## config.mk

```make
export PLATFORM = sky130hd
export DESIGN_NAME = acc_fifo_accum
export DESIGN_NICKNAME = d
export VERILOG_FILES = /design/src/rtl/acc_pkg.sv /design/src/rtl/acc_pipe_add.sv /design/src/rtl/acc_fifo.sv /design/src/rtl/acc_seq.sv /design/src/rtl/acc_fifo_accum.sv
export SDC_FILE = /design/constraint.sdc
export NUM_CORES = 1
export LEC_CHECK = 0
export ABC_AREA = 1
export BUFFER_PORTS_ARGS = -buffer_cell sky130_fd_sc_hd__clkbuf_2
export CORE_MARGIN = 2
export CORE_UTILIZATION = 40
export DETAILED_ROUTE_END_ITERATION = 12
export PLACE_DENSITY = 0.54
export SLEW_MARGIN = 20
export SYNTH_ARGS = -nofsm -noshare
export SYNTH_HDL_FRONTEND = slang
export SYNTH_SLANG_ARGS = --single-unit
export TNS_END_PERCENT = 20
```

## constraint.sdc

```tcl
create_clock -name clk -period 5.3 [get_ports clk]
set_input_delay 0.53 -clock clk [delete_from_list [all_inputs] [get_ports clk]]
set_output_delay 0.53 -clock clk [all_outputs]
set_load 0.005 [all_outputs]
```

## src/rtl/acc_pkg.sv

```systemverilog
package acc_pkg;

  // Sideband travelling with each operand through the adder pipeline
  typedef struct packed {
    logic vld;   // slot carries an operand
    logic fin;   // operand belongs to the final round
    logic lst;   // operand is the very last of the job
  } acc_tag_t;

endpackage

```

## src/rtl/acc_pipe_add.sv

```systemverilog
// Fixed-point adder split into ADD_LAT carry-chained segments, one per
// register stage, so each stage carries only a short slice of the carry.
module acc_pipe_add
  import acc_pkg::*;
#(
  parameter int W       = 22,
  parameter int ADD_LAT = 3
) (
  input  logic         clk,
  input  logic         rst,
  input  logic [W-1:0] a,
  input  logic [W-1:0] b,
  input  acc_tag_t     tag_in,
  output logic [W-1:0] sum,
  output acc_tag_t     tag_out
);

  for (genvar s = 0; s < ADD_LAT; s++) begin : g_stg
    localparam int LO = (s * W) / ADD_LAT;
    localparam int HI = ((s + 1) * W) / ADD_LAT;
    localparam int SW = HI - LO;            // slice width handled here
    localparam int RW = W - LO;             // operand bits still pending
    localparam int CW = (s < ADD_LAT - 1) ? SW + 1 : SW;

    logic [RW-1:0] a_i, b_i;
    logic [W-1:0]  r_i, r_n, r_q;
    logic          c_i;
    acc_tag_t      t_i, t_q;
    logic [CW-1:0] part;

    if (s == 0) begin : g_head
      assign a_i = a;
      assign b_i = b;
      assign r_i = '0;
      assign c_i = 1'b0;
      assign t_i = tag_in;
    end else begin : g_link
      assign a_i = g_stg[s-1].g_keep.a_q;
      assign b_i = g_stg[s-1].g_keep.b_q;
      assign r_i = g_stg[s-1].r_q;
      assign c_i = g_stg[s-1].g_keep.c_q;
      assign t_i = g_stg[s-1].t_q;
    end

    assign part = CW'(a_i[SW-1:0]) + CW'(b_i[SW-1:0]) + CW'(c_i);

    always_comb begin
      r_n        = r_i;
      r_n[HI-1:LO] = part[SW-1:0];
    end

    always_ff @(posedge clk) begin
      if (rst) t_q <= '0;
      else     t_q <= t_i;
      r_q <= r_n;
    end

    if (s < ADD_LAT - 1) begin : g_keep
      logic [W-HI-1:0] a_q, b_q;
      logic            c_q;
      always_ff @(posedge clk) begin
        a_q <= a_i[RW-1:SW];
        b_q <= b_i[RW-1:SW];
        c_q <= part[SW];
      end
    end
  end

  assign sum     = g_stg[ADD_LAT-1].r_q;
  assign tag_out = g_stg[ADD_LAT-1].t_q;

endmodule

```

## src/rtl/acc_fifo.sv

```systemverilog
// Feedback store for partial sums; write is synchronous, read is
// combinational from the head so a popped value meets its operand at once.
module acc_fifo #(
  parameter int W     = 22,
  parameter int DEPTH = 16
) (
  input  logic         clk,
  input  logic         rst,
  input  logic         push,
  input  logic [W-1:0] wr_data,
  input  logic         pop,
  output logic [W-1:0] rd_data
);

  localparam int AW = (DEPTH > 1) ? $clog2(DEPTH) : 1;
  localparam int NW = $clog2(DEPTH + 1);

  logic [W-1:0]  mem [DEPTH];
  logic [AW-1:0] wr_ptr, rd_ptr;
  logic [NW-1:0] fill;

  always_ff @(posedge clk) begin
    if (push) mem[wr_ptr] <= wr_data;
  end

  assign rd_data = mem[rd_ptr];

  always_ff @(posedge clk) begin
    if (rst) begin
      wr_ptr <= '0;
      rd_ptr <= '0;
      fill   <= '0;
    end else begin
      if (push) wr_ptr <= (wr_ptr == AW'(DEPTH - 1)) ? '0 : wr_ptr + 1'b1;
      if (pop)  rd_ptr <= (rd_ptr == AW'(DEPTH - 1)) ? '0 : rd_ptr + 1'b1;
      case ({push, pop})
        2'b10:   fill <= fill + 1'b1;
        2'b01:   fill <= fill - 1'b1;
        default: fill <= fill;
      endcase
    end
  end

  // a legal job never writes into a full store
  a_r9_no_overflow: assert property (@(posedge clk) disable iff (rst)
    (push && !pop) |-> (fill < NW'(DEPTH)));

  // each lane's partial sum is back before its next operand arrives
  a_r9_no_underflow: assert property (@(posedge clk) disable iff (rst)
    pop |-> (fill != '0));

endmodule

```

## src/rtl/acc_seq.sv

```systemverilog
// Lane/round sequencer: decides per operand whether to add to zero or to
// the fed-back partial sum, and tags the final round and final operand.
module acc_seq #(
  parameter int MAX_LANES  = 16,
  parameter int MAX_PASSES = 64,
  parameter int ADD_LAT    = 3,
  localparam int LANE_W    = $clog2(MAX_LANES + 1),
  localparam int PASS_W    = $clog2(MAX_PASSES + 1)
) (
  input  logic              clk,
  input  logic              rst,
  input  logic              in_valid,
  input  logic [LANE_W-1:0] cfg_lanes,
  input  logic [PASS_W-1:0] cfg_passes,
  input  logic              done,
  output logic              accept,
  output logic              use_fb,
  output logic              fin_pass,
  output logic              last_op,
  output logic              busy
);

  logic              busy_q, feed_q;
  logic [LANE_W-1:0] lane_q, lanes_q, cur_lane, cur_lanes;
  logic [PASS_W-1:0] pass_q, passes_q, cur_pass, cur_passes;
  logic              lane_wrap;

  assign cur_lanes  = busy_q ? lanes_q  : cfg_lanes;
  assign cur_passes = busy_q ? passes_q : cfg_passes;
  assign cur_lane   = busy_q ? lane_q   : '0;
  assign cur_pass   = busy_q ? pass_q   : '0;

  assign accept    = in_valid && (!busy_q || feed_q);
  assign use_fb    = (cur_pass != '0);
  assign lane_wrap = (cur_lane == cur_lanes - 1'b1);
  assign fin_pass  = (cur_pass == cur_passes - 1'b1);
  assign last_op   = fin_pass && lane_wrap;
  assign busy      = busy_q;

  always_ff @(posedge clk) begin
    if (rst) begin
      busy_q   <= 1'b0;
      feed_q   <= 1'b0;
      lane_q   <= '0;
      pass_q   <= '0;
      lanes_q  <= '0;
      passes_q <= '0;
    end else begin
      if (accept && !busy_q) begin
        busy_q   <= 1'b1;
        lanes_q  <= cfg_lanes;
        passes_q <= cfg_passes;
      end
      if (done) busy_q <= 1'b0;
      if (accept) begin
        if (last_op) begin
          feed_q <= 1'b0;
          lane_q <= '0;
          pass_q <= '0;
        end else begin
          feed_q <= 1'b1;
          if (lane_wrap) begin
            lane_q <= '0;
            pass_q <= cur_pass + 1'b1;
          end else begin
            lane_q <= cur_lane + 1'b1;
            pass_q <= cur_pass;
          end
        end
      end
    end
  end

  // only legal jobs are started
  a_r9_legal_cfg: assert property (@(posedge clk) disable iff (rst)
    (in_valid && !busy_q) |->
      (int'(cfg_lanes) > ADD_LAT && int'(cfg_lanes) <= MAX_LANES &&
       int'(cfg_passes) >= 1 && int'(cfg_passes) <= MAX_PASSES));

  // the lane index stays inside the captured lane count
  a_r3_lane_bound: assert property (@(posedge clk) disable iff (rst)
    (busy_q && feed_q) |-> (lane_q < lanes_q && pass_q < passes_q));

endmodule

```

## src/rtl/acc_fifo_accum.sv

```systemverilog
module acc_fifo_accum
  import acc_pkg::*;
#(
  parameter int  DATA_W     = 16,
  parameter int  MAX_LANES  = 16,
  parameter int  MAX_PASSES = 64,
  parameter int  ADD_LAT    = 3,
  localparam int LANE_W     = $clog2(MAX_LANES + 1),
  localparam int PASS_W     = $clog2(MAX_PASSES + 1),
  localparam int SUM_W      = DATA_W + $clog2(MAX_PASSES)
) (
  input  logic              clk,
  input  logic              rst,
  input  logic [LANE_W-1:0] cfg_lanes,
  input  logic [PASS_W-1:0] cfg_passes,
  input  logic              in_valid,
  input  logic [DATA_W-1:0] in_data,
  output logic              busy,
  output logic              out_valid,
  output logic [SUM_W-1:0]  out_sum,
  output logic              out_last
);

  logic             accept, use_fb, fin_pass, last_op, done;
  logic [SUM_W-1:0] op_ext, fb_data, add_b, add_sum;
  acc_tag_t         tag_in, tag_out;
  logic             fb_push, fb_pop;
  logic             out_valid_q, out_last_q;
  logic [SUM_W-1:0] out_sum_q;

  acc_seq #(
    .MAX_LANES (MAX_LANES),
    .MAX_PASSES(MAX_PASSES),
    .ADD_LAT   (ADD_LAT)
  ) u_seq (
    .clk       (clk),
    .rst       (rst),
    .in_valid  (in_valid),
    .cfg_lanes (cfg_lanes),
    .cfg_passes(cfg_passes),
    .done      (done),
    .accept    (accept),
    .use_fb    (use_fb),
    .fin_pass  (fin_pass),
    .last_op   (last_op),
    .busy      (busy)
  );

  assign op_ext = {{(SUM_W - DATA_W){in_data[DATA_W-1]}}, in_data};
  assign add_b  = use_fb ? fb_data : '0;
  assign fb_pop = accept && use_fb;
  assign tag_in = '{vld: accept, fin: fin_pass, lst: last_op};

  acc_pipe_add #(
    .W      (SUM_W),
    .ADD_LAT(ADD_LAT)
  ) u_add (
    .clk    (clk),
    .rst    (rst),
    .a      (op_ext),
    .b      (add_b),
    .tag_in (tag_in),
    .sum    (add_sum),
    .tag_out(tag_out)
  );

  assign fb_push = tag_out.vld && !tag_out.fin;
  assign done    = tag_out.vld && tag_out.fin && tag_out.lst;

  acc_fifo #(
    .W    (SUM_W),
    .DEPTH(MAX_LANES)
  ) u_fb (
    .clk    (clk),
    .rst    (rst),
    .push   (fb_push),
    .wr_data(add_sum),
    .pop    (fb_pop),
    .rd_data(fb_data)
  );

  always_ff @(posedge clk) begin
    if (rst) begin
      out_valid_q <= 1'b0;
      out_last_q  <= 1'b0;
      out_sum_q   <= '0;
    end else begin
      out_valid_q <= tag_out.vld && tag_out.fin;
      out_last_q  <= done;
      if (tag_out.vld && tag_out.fin) out_sum_q <= add_sum;
    end
  end

  assign out_valid = out_valid_q;
  assign out_last  = out_last_q;
  assign out_sum   = out_sum_q;

  // the last flag never stands alone
  a_r5_last_with_valid: assert property (@(posedge clk) disable iff (rst)
    out_last |-> out_valid);

  // busy only ends with the job's last result
  a_r2_busy_ends_on_last: assert property (@(posedge clk) disable iff (rst)
    $fell(busy) |-> out_last);

  // results only come out of a running job
  a_r4_result_in_job: assert property (@(posedge clk) disable iff (rst)
    out_valid |-> $past(busy));

endmodule

```

==> run summary, run 1 <==
Worst-path clk slew = 60 ps
Place WS = 1770 ps
TNS Setup = 0 ps
cells after synthesis = 1680
antenna violations before repair = 1
fraction of registers with async set/reset = 0%
Hold WS = 35.1 ps
Worst Path Required = 5830 ps
Num Clock Sinks = 502
post-synth net total = 1745
clock root buffer = clkbuf_16
Hold Path Class = input port to flop
# rows = 80
Avg Inst Size Synth = 11.6 µm²
htree depth = 2
DRT Pass-1 Iters = 5
cts repair resizes = 0
Post-CTS Setup Inserts = 0
#FFs+latches synth = 502
DR DRC count = 0
Leakage Power = 0.00812 µW
clk_skew = 27.6 ps
RSZ-0062 raised after global routing = no
Placed Instance Area = 20400 µm²
Worst Path Class, Setup = flop to flop
Area growth syn-to-layout = 14.5%
Final Hold Violating Endpoints = 0
Tot Pwr = 8490 µW
reg2reg path depth = 14
slew margin rel. = 25.1%
Final setup viols = 0
YS warnings = 0
clk buf depth = 3
min cycle time layout = 4080 ps
Critical Path Source Type = flop
EDFF count, synth = 352
Routed WL = 48.8 mm
core area = 47800 µm²
final global-route overflow total = 0
clk_lat worst skew = 620 ps
hold-critical path depth = 1
DP HPWL = 27.1 mm
drt via density = 5.34
pin count of the biggest net entering global routing = 89
Die Y = 224 µm
area of the mapped netlist = 19400 µm²
Netlist cell types = 39
vias in the first global route = 12.3k
CP max FO = 22
TritonCTS clock tree = built
antenna cells = 0
post-route ant nets = 0
Least-Margin Pin Slew = 1120 ps
fmax = 0.245 GHz
cts bufs inserted = 52
Top FF cell, synth = edfxtp_1
hold_buf cts = 2
most frequent cells in the layout = edfxtp_1 (352), nor2_1 (315), o21ai_0 (232)
Seq/Total Area, Yosys = 69.8%
layout cells sized above 1 = 11.6%
Final Max Tran Viols = 0
global-route wire length before repair = 74.2 mm
via count = 12.8k
peak supply drop = 0.232 mV
max cap viols = 0
gpl congestion = 0.803
die footprint = 50400 µm²
Die X = 224 µm
All-Layer GR Usage = 19.5%
commonest non-fill, non-tap cell in the layout = edfxtp_1
DR WL/cell = 20.4 µm
post-route setup slack = 1220 ps
power per cell area = 381 nW/µm²
period utilization = 77.1%
status = finished clean
Worst Path Arrival = 4610 ps
DR iter-0 viols = 864
CP endpoint kind = flop
starting density of the core = 40.6%
Nets = 1798
Port Buf Inserts = 55
fin area = 22200 µm²
IO Count = 56
Yosys cell counts (all sizes together), types with 3 or more instances:
library cell | n | area (µm²)
a21oi | 56 | 280
nand3 | 69 | 355
xor2 | 23 | 201
dfxtp | 150 | 3000
clkbuf | 80 | 300
nor2 | 334 | 1270
o22ai | 28 | 175
o21ai | 236 | 1180
buf | 11 | 80.1
xnor2 | 4 | 35.0
inv | 87 | 327
edfxtp | 352 | 10600
a31oi | 3 | 18.8
ha | 29 | 363
nand2 | 134 | 521
fa | 5 | 100
nor3 | 3 | 15.0
o221ai | 60 | 526
cell type report:
cell class | count | area (µm²)
clock inverter | 29 | 342
sequential | 502 | 13600
tap | 615 | 769
multi-input combinational | 998 | 5190
fill | 4394 | 25600
clock buffer | 69 | 1490
timing repair buffer | 90 | 543
inverter | 89 | 337
through the flow:
step | utilization (%) | cells
after CTS | 46.5 | 2392
after detailed placement | 42.6 | 2292
after global placement | 42.6 | 2292
final | 46.5 | 2392
after floorplan | - | 1680
after global routing | 46.5 | 2392
where the power goes:
| group | switching (µW) | internal, µW |
|---|---|---|
| Clock | 1560 | 2290 |
| Sequential | 97.9 | 4280 |
| Combinational | 171 | 84.3 |
path summary, 6_finish.rpt:
check	from	end	slack, ps
hold reg to reg	u_add.g_stg[0].g_keep.b_q[13]	u_add.g_stg[1].g_keep.b_q[6]	320
setup reg to reg	u_seq.busy	u_add.g_stg[0].r_q[6]	1220
setup / recovery	u_seq.busy	u_add.g_stg[0].r_q[6]	1220
hold / removal	in_data[11]	u_add.g_stg[0].g_keep.a_q[4]	40
critical path: stages (launching register included):
cell	delay, ps
dfxtp_1	510
nand2_1	220
ha_1	240
nand2_1	60
nor2_1	40
nand4_1	120
clkinv_1	890
a21oi_1	460
ha_1	220
inv_1	60
fa_1	420
o21ai_0	310
a21oi_1	100
o21ai_0	200
xor2_1	160
per-layer routing:
metal	GRT usage (%)	part of all wire (%)	up-vias	wire length, µm
met5	0	0	-	0
met4	6.45	2.8	0	1370
met3	3.44	5.3	89	2600
met2	31.4	47	362	23000
met1	26.8	45	6262	21800
li1	-	-	6056	-
registers in the layout (all words and copies together), names as in the netlist, 2 cells and up, named ones only:
name	cells
u_add.g_stg.g_keep.b_q	23
u_seq.pass_q	7
u_seq.passes_q	7
u_fb.wr_ptr	4
out_sum	22
u_seq.lanes_q	5
u_add.sum	22
u_fb.mem	352
u_fb.rd_ptr	4
u_add.g_stg.g_keep.a_q	11
u_add.tag_out	3
u_add.g_stg.g_keep.c_q	2
u_add.g_stg.r_q	21
u_seq.lane_q	5
u_add.g_stg.t_q	6
cell families (layout without fill, tap and decap cells):
kind of cell             after synthesis  count (layout)  synth area share (%)
buffers and inverters                180             277                  3.68
flip-flops                           502             502                  69.8
AND/OR/NAND/NOR                      546             546                  11.3
XOR/XNOR                              27              27                  1.22
AO/OA/AOI/OAI                        391             391                  11.6
adder cells (fa/ha/maj)               34              34                  2.38
No activity file was read; power rests on OpenSTA's default activity.
==> run 2: changes to the inputs <==
clock period = 4.12 ns   (was 5.3 ns; I/O delays follow)
==> run summary, run 2 (synthesis results as in run 1) <==
Area growth syn-to-layout = 14.2% (was 14.5%)
antenna cells = 0 (unchanged)
DP HPWL = 27.0 mm (was 27.1 mm)
Placed Instance Area = 20400 µm² (about the same)
# rows = 80 (unchanged)
TritonCTS clock tree = built (unchanged)
commonest non-fill, non-tap cell in the layout = edfxtp_1 (unchanged)
Num Clock Sinks = 502 (unchanged)
Worst Path Required = 4660 ps (was 5830 ps)
RSZ-0062 raised after global routing = no (unchanged)
All-Layer GR Usage = 19.6% (was 19.5%)
Worst Path Class, Setup = flop to flop (unchanged)
Worst Path Arrival = 3910 ps (was 4610 ps)
cts bufs inserted = 54 (was 52)
status = finished clean (unchanged)
crit-path cells = clkinv_1, nor2_1, o21ai_0, a21oi_1, ha_1, inv_1, fa_1, o21ai_0, a21oi_1, o21ai_0, xor2_1 (was nand2_1, ha_1, nand2_1, nor2_1, nand4_1, clkinv_1, a21oi_1, ha_1, inv_1, fa_1, o21ai_0, a21oi_1, o21ai_0, xor2_1)
crit path buf inv count = 2 (unchanged)
max reg flops = 352 (unchanged)
drt via density = 5.25 (was 5.34)
die footprint = 50400 µm² (unchanged)
via count = 12.6k (was 12.8k)
Least-Margin Pin Slew = 1120 ps (about the same)
clk_skew = 13.0 ps (was 27.6 ps)
DR DRC count = 0 (unchanged)
power per cell area = 477 nW/µm² (was 381 nW/µm²)
layout cells sized above 1 = 11.1% (was 11.6%)
Place WS = 696 ps (was 1770 ps)
post-route ant nets = 0 (unchanged)
Hold Path Class = input port to flop (unchanged)
hold path start = in_data[0] (was in_data[11])
Worst-path clk slew = 60 ps (about the same)
Final Max Tran Viols = 0 (unchanged)
htree depth = 2 (unchanged)
Final Hold Violating Endpoints = 0 (unchanged)
CP endpoint kind = flop (unchanged)
peak supply drop = 0.295 mV (was 0.232 mV)
DRT Pass-1 Iters = 5 (unchanged)
gpl congestion = 0.782 (was 0.803)
clock root buffer = clkbuf_16 (unchanged)
Routed WL = 48.7 mm (was 48.8 mm)
most used cell, CP = o21ai_0
min cycle time layout = 3370 ps (was 4080 ps)
Hold WS = 34.2 ps (was 35.1 ps)
most frequent cells in the layout = edfxtp_1 (352), nor2_1 (315), o21ai_0 (232) (unchanged)
CP max FO = 15 (was 22)
Die X = 224 µm (unchanged)
Nets = 1807 (was 1798)
global-route wire length before repair = 74.3 mm (was 74.2 mm)
DR iter-0 viols = 1047 (was 864)
final global-route overflow total = 0 (unchanged)
Critical Path Source Type = flop (unchanged)
Leakage Power = 0.00808 µW (was 0.00812 µW)
Largest Register = u_fb.mem (unchanged)
vias in the first global route = 12.5k (was 12.3k)
Port Buf Inserts = 55 (unchanged)
core area = 47800 µm² (unchanged)
clk buf depth = 3 (unchanged)
period utilization = 81.8% (was 77.1%)
Post-CTS Setup Inserts = 0 (unchanged)
antenna violations before repair = 1 (unchanged)
CP peak stage delay = 700 ps (was 890 ps)
IO Count = 56 (unchanged)
Top Registers = u_fb.mem x352, u_add.g_stg.g_keep.b_q x23 (unchanged)
slew margin rel. = 25.5% (was 25.1%)
post-route setup slack = 751 ps (was 1220 ps)
pin count of the biggest net entering global routing = 105 (was 89)
fmax = 0.297 GHz (was 0.245 GHz)
Die Y = 224 µm (unchanged)
max cap viols = 0 (unchanged)
fin area = 22200 µm² (about the same)
clk_lat worst skew = 610 ps (was 620 ps)
TNS Setup = 0 ps (unchanged)
Final setup viols = 0 (unchanged)
Top delay family on crit path = compound AO/OA/AOI/OAI gates (unchanged)
flop-to-flop setup slack = 750 ps (was 1220 ps)
starting density of the core = 40.6% (unchanged)
Slowest-stage cell, CP = dfxtp_1 (was clkinv_1)
DR WL/cell = 20.3 µm (was 20.4 µm)
-- run 2: changes by cell type in the layout (fill, tap and decap cells not counted), moves of 2 or more --
cell | previous run | this run
clkbuf_1 | 8 | 16
dlygate4sd3_1 | 2 | 9
bufinv_16 | 6 | 1
clkinv_1 | 9 | 11
clkinv_4 | 2 | 0
inv_6 | 4 | 2
-- run 2: final timing paths --
kind | to | depth (start not counted)
min | u_add.g_stg[0].r_q[0] | 2
max reg2reg | u_add.g_stg[0].r_q[6] | 11
min reg2reg | u_add.sum[0] | 0
max | u_add.g_stg[0].r_q[6] | 11
-- run 2: report_power, final --
group	internal (µW)	total (µW)	leakage, µW	switching [µW]
sequential	5510	5640	0.00440	127
clock	2640	4610	0.000830	1970
combinational	112	325	0.00285	213
-- run 2: area by class of cell --
type                    count  area (µm²)
fillers                  4348       25700
flip-flops and latches    502       13600
multi-input cells         998        5180
clock buffers              77        1520
well taps                 615         769
repair buffers             97         613
inverters                  89         337
clock inverters            23         180
-- run 2: layer usage --
metal / vias to the layer above / share of wire (%) / GRT usage, %
li1: 6070 / - / -
met1: 6134 / 45 / 26.5
met2: 327 / 47 / 32.1
met3: 71 / 5.5 / 3.70
met4: 0 / 2.4 / 5.98
met5: - / 0 / 0
-- run 2: per-stage QoR --
stage | util (%) | instances | power (µW)
after global placement | 42.6 | 2292 | 6060
after global routing | 46.4 | 2401 | 10900
after detailed placement | 42.6 | 2292 | 6070
after floorplan | - | 1680 | 5920
final | 46.4 | 2401 | 10600
after CTS | 46.4 | 2401 | 10700
-- run 2: what timing repair did --
item                      4_1_cts  5_1_grt
hold endpoints to repair        9        0
hold buffers                    9        0
gates resized for setup         0        0
==> run 3: changes to the inputs <==
PLACE_DENSITY = 0.56   (was 0.54)
clock period = 2.9 ns   (was 4.12 ns; I/O delays follow)
==> run summary, run 3 (synthesis results as in run 1) <==
Placed Instance Area = 20500 µm² (was 20400 µm²)
flop-to-flop setup slack = 260 ps (was 750 ps)
DP HPWL = 27.6 mm (was 27.0 mm)
most frequent cells in the layout = edfxtp_1 (352), nor2_1 (315), o21ai_0 (230) (was edfxtp_1 (352), nor2_1 (315), o21ai_0 (232))
Switching Power = 3300 µW (was 2310 µW)
Seq pwr share = 52.0% (was 53.3%)
worst r2r src = u_seq.busy
clk_lat worst skew = 600 ps (was 610 ps)
Hold Path Class = input port to flop (unchanged)
pin count of the biggest net entering global routing = 139 (was 105)
reg2reg path depth = 16 (was 11)
final global-route overflow total = 0 (unchanged)
Hold WS = 58.3 ps (was 34.2 ps)
htree depth = 2 (unchanged)
power per cell area = 682 nW/µm² (was 477 nW/µm²)
Final setup viols = 0 (unchanged)
cts bufs inserted = 53 (was 54)
status = finished clean (unchanged)
Worst Path Arrival = 3110 ps (was 3910 ps)
Least-Margin Pin Slew = 820 ps (was 1120 ps)
DR WL/cell = 20.2 µm (was 20.3 µm)
Port Buf Inserts = 55 (unchanged)
antenna violations before repair = 3 (was 1)
slew margin rel. = 45.3% (was 25.5%)
Final Hold Violating Endpoints = 0 (unchanged)
core area = 47800 µm² (unchanged)
layout cells sized above 1 = 12.6% (was 11.1%)
DRT Pass-1 Iters = 7 (was 5)
vias in the first global route = 12.4k (was 12.5k)
Final Max Tran Viols = 0 (unchanged)
CP endpoint kind = flop (unchanged)
global-route wire length before repair = 75.2 mm (was 74.3 mm)
fmax = 0.378 GHz (was 0.297 GHz)
All-Layer GR Usage = 19.7% (was 19.6%)
post-route ant nets = 0 (unchanged)
DR DRC count = 0 (unchanged)
drt via density = 5.30 (was 5.25)
Top Registers = u_fb.mem x352, u_add.g_stg.g_keep.b_q x23 (unchanged)
Tot Pwr = 15400 µW (was 10600 µW)
commonest non-fill, non-tap cell in the layout = edfxtp_1 (unchanged)
via count = 12.9k (was 12.6k)
IO Count = 56 (unchanged)
TritonCTS clock tree = built (unchanged)
end point of the critical path = u_seq.pass_q[6] (was u_add.g_stg[0].r_q[6])
Die X = 224 µm (unchanged)
Area growth syn-to-layout = 16.3% (was 14.2%)
RSZ-0062 raised after global routing = yes (was no)
Critical Path Source Type = flop (unchanged)
Worst-path clk slew = 60 ps (about the same)
Comb power frac = 3.2% (was 3.1%)
final core occ = 47.2% (was 46.4%)
clock power share = 44.9% (was 43.6%)
DR iter-0 viols = 1178 (was 1047)
Largest Register = u_fb.mem (unchanged)
CP max FO = 27 (was 15)
Nets = 1835 (was 1807)
filler instances = 4325 (was 4348)
Crit. Startpoint = u_seq.busy
switching share of power = 21.4% (was 21.9%)
period utilization = 91.2% (was 81.8%)
Num Clock Sinks = 502 (unchanged)
peak supply drop = 0.447 mV (was 0.295 mV)
starting density of the core = 40.6% (unchanged)
clock root buffer = clkbuf_16 (unchanged)
Worst Path Required = 3370 ps (was 4660 ps)
Leakage Power = 0.00830 µW (was 0.00808 µW)
die footprint = 50400 µm² (unchanged)
min cycle time layout = 2640 ps (was 3370 ps)
max reg flops = 352 (unchanged)
max cap viols = 0 (unchanged)
Die Y = 224 µm (unchanged)
cell internal pwr = 12100 µW (was 8260 µW)
Routed WL = 49.1 mm (was 48.7 mm)
reg2reg end = u_seq.pass_q[6] (was u_add.g_stg[0].r_q[6])
gpl congestion = 0.849 (was 0.782)
Worst Path Class, Setup = flop to flop (unchanged)
hold path start = in_data[6] (was in_data[0])
clk_skew = 16.8 ps (was 13.0 ps)
fin area = 22600 µm² (was 22200 µm²)
# rows = 80 (unchanged)
clk buf depth = 3 (unchanged)
run 3: cell count changes in the layout (fill, tap and decap cells not counted), sizes merged:
cell         previous run  this run
buf                    33        49
bufinv                  1         4
clkbuf                132       130
clkinvlp                1         0
diode                   0         2
dlygate4sd3             9        22
run 3: what timing repair did:
action / 4_1_cts / 5_1_grt
buffers inserted: 0 / 1
setup endpoints to repair: 0 / 4
resized for setup: 0 / 9
hold buffers: 22 / 0
endpoints found under the hold margin: 22 / 0
run 3: layout make-up:
cell class                 count  area (µm²)  area share, %
sequential                   502       13600           60.1
multi-input combinational    998        5190           23.0
clock buffer                  75        1550           6.84
timing repair buffer         126         908           4.02
tap                          615         769           3.40
inverter                      89         339           1.50
clock inverter                25         265           1.17
antenna                        2        5.00         0.0221
run 3: per-stage QoR:
step / setup TNS (ps) / std cells / setup WS, ps
final: 0 / 2432 / 256
after floorplan: 0 / 1680 / 36.0
after global routing: -27.3 / 2430 / -27.3
after detailed placement: 0 / 2307 / 154
after global placement: 0 / 2307 / 196
after CTS: 0 / 2429 / 127
run 3: per-layer routing:
layer / GRT usage (%) / vias up / wire [µm]
met5: 0 / - / 0
met4: 5.53 / 0 / 1040
met3: 3.78 / 71 / 3090
met2: 31.6 / 368 / 22900
met1: 27.4 / 6301 / 22000
li1: - / 6143 / -
run 3: worst max-delay path, cell delays in order (launching register included):
cell,delay (ps)
dfxtp_1,380
buf_4,310
inv_2,110
nand2_1,70
nand2_1,70
inv_1,90
ha_1,250
nand3_1,100
nand3_1,80
nor2_1,90
nand2_1,50
inv_1,60
nand2_2,70
nor2_4,280
nand3_2,260
nand3_1,160
a21oi_1,70
run 3: worst min path at each step:
stage	cells past startpoint	endpoint	slack (ps)
final	3	u_add.g_stg[0].g_keep.c_q	60
after CTS	3	u_add.g_stg[0].g_keep.c_q	30
after detailed placement	0	u_add.g_stg[1].g_keep.a_q[1]	310
after floorplan	0	u_add.g_stg[1].g_keep.a_q[0]	310
after global placement	0	u_add.sum[6]	310
after global routing	3	u_add.g_stg[0].g_keep.c_q	70
run 3: power groups by stage:
stage                     Clock (µW)  Combinational [µW]  Sequential [µW]
final                           6910                 486             8010
after floorplan                    0                 334             8070
after CTS                       7050                 488             8010
after global placement             0                 453             8160
after detailed placement           0                 462             8160
after global routing            7310                 556             8040
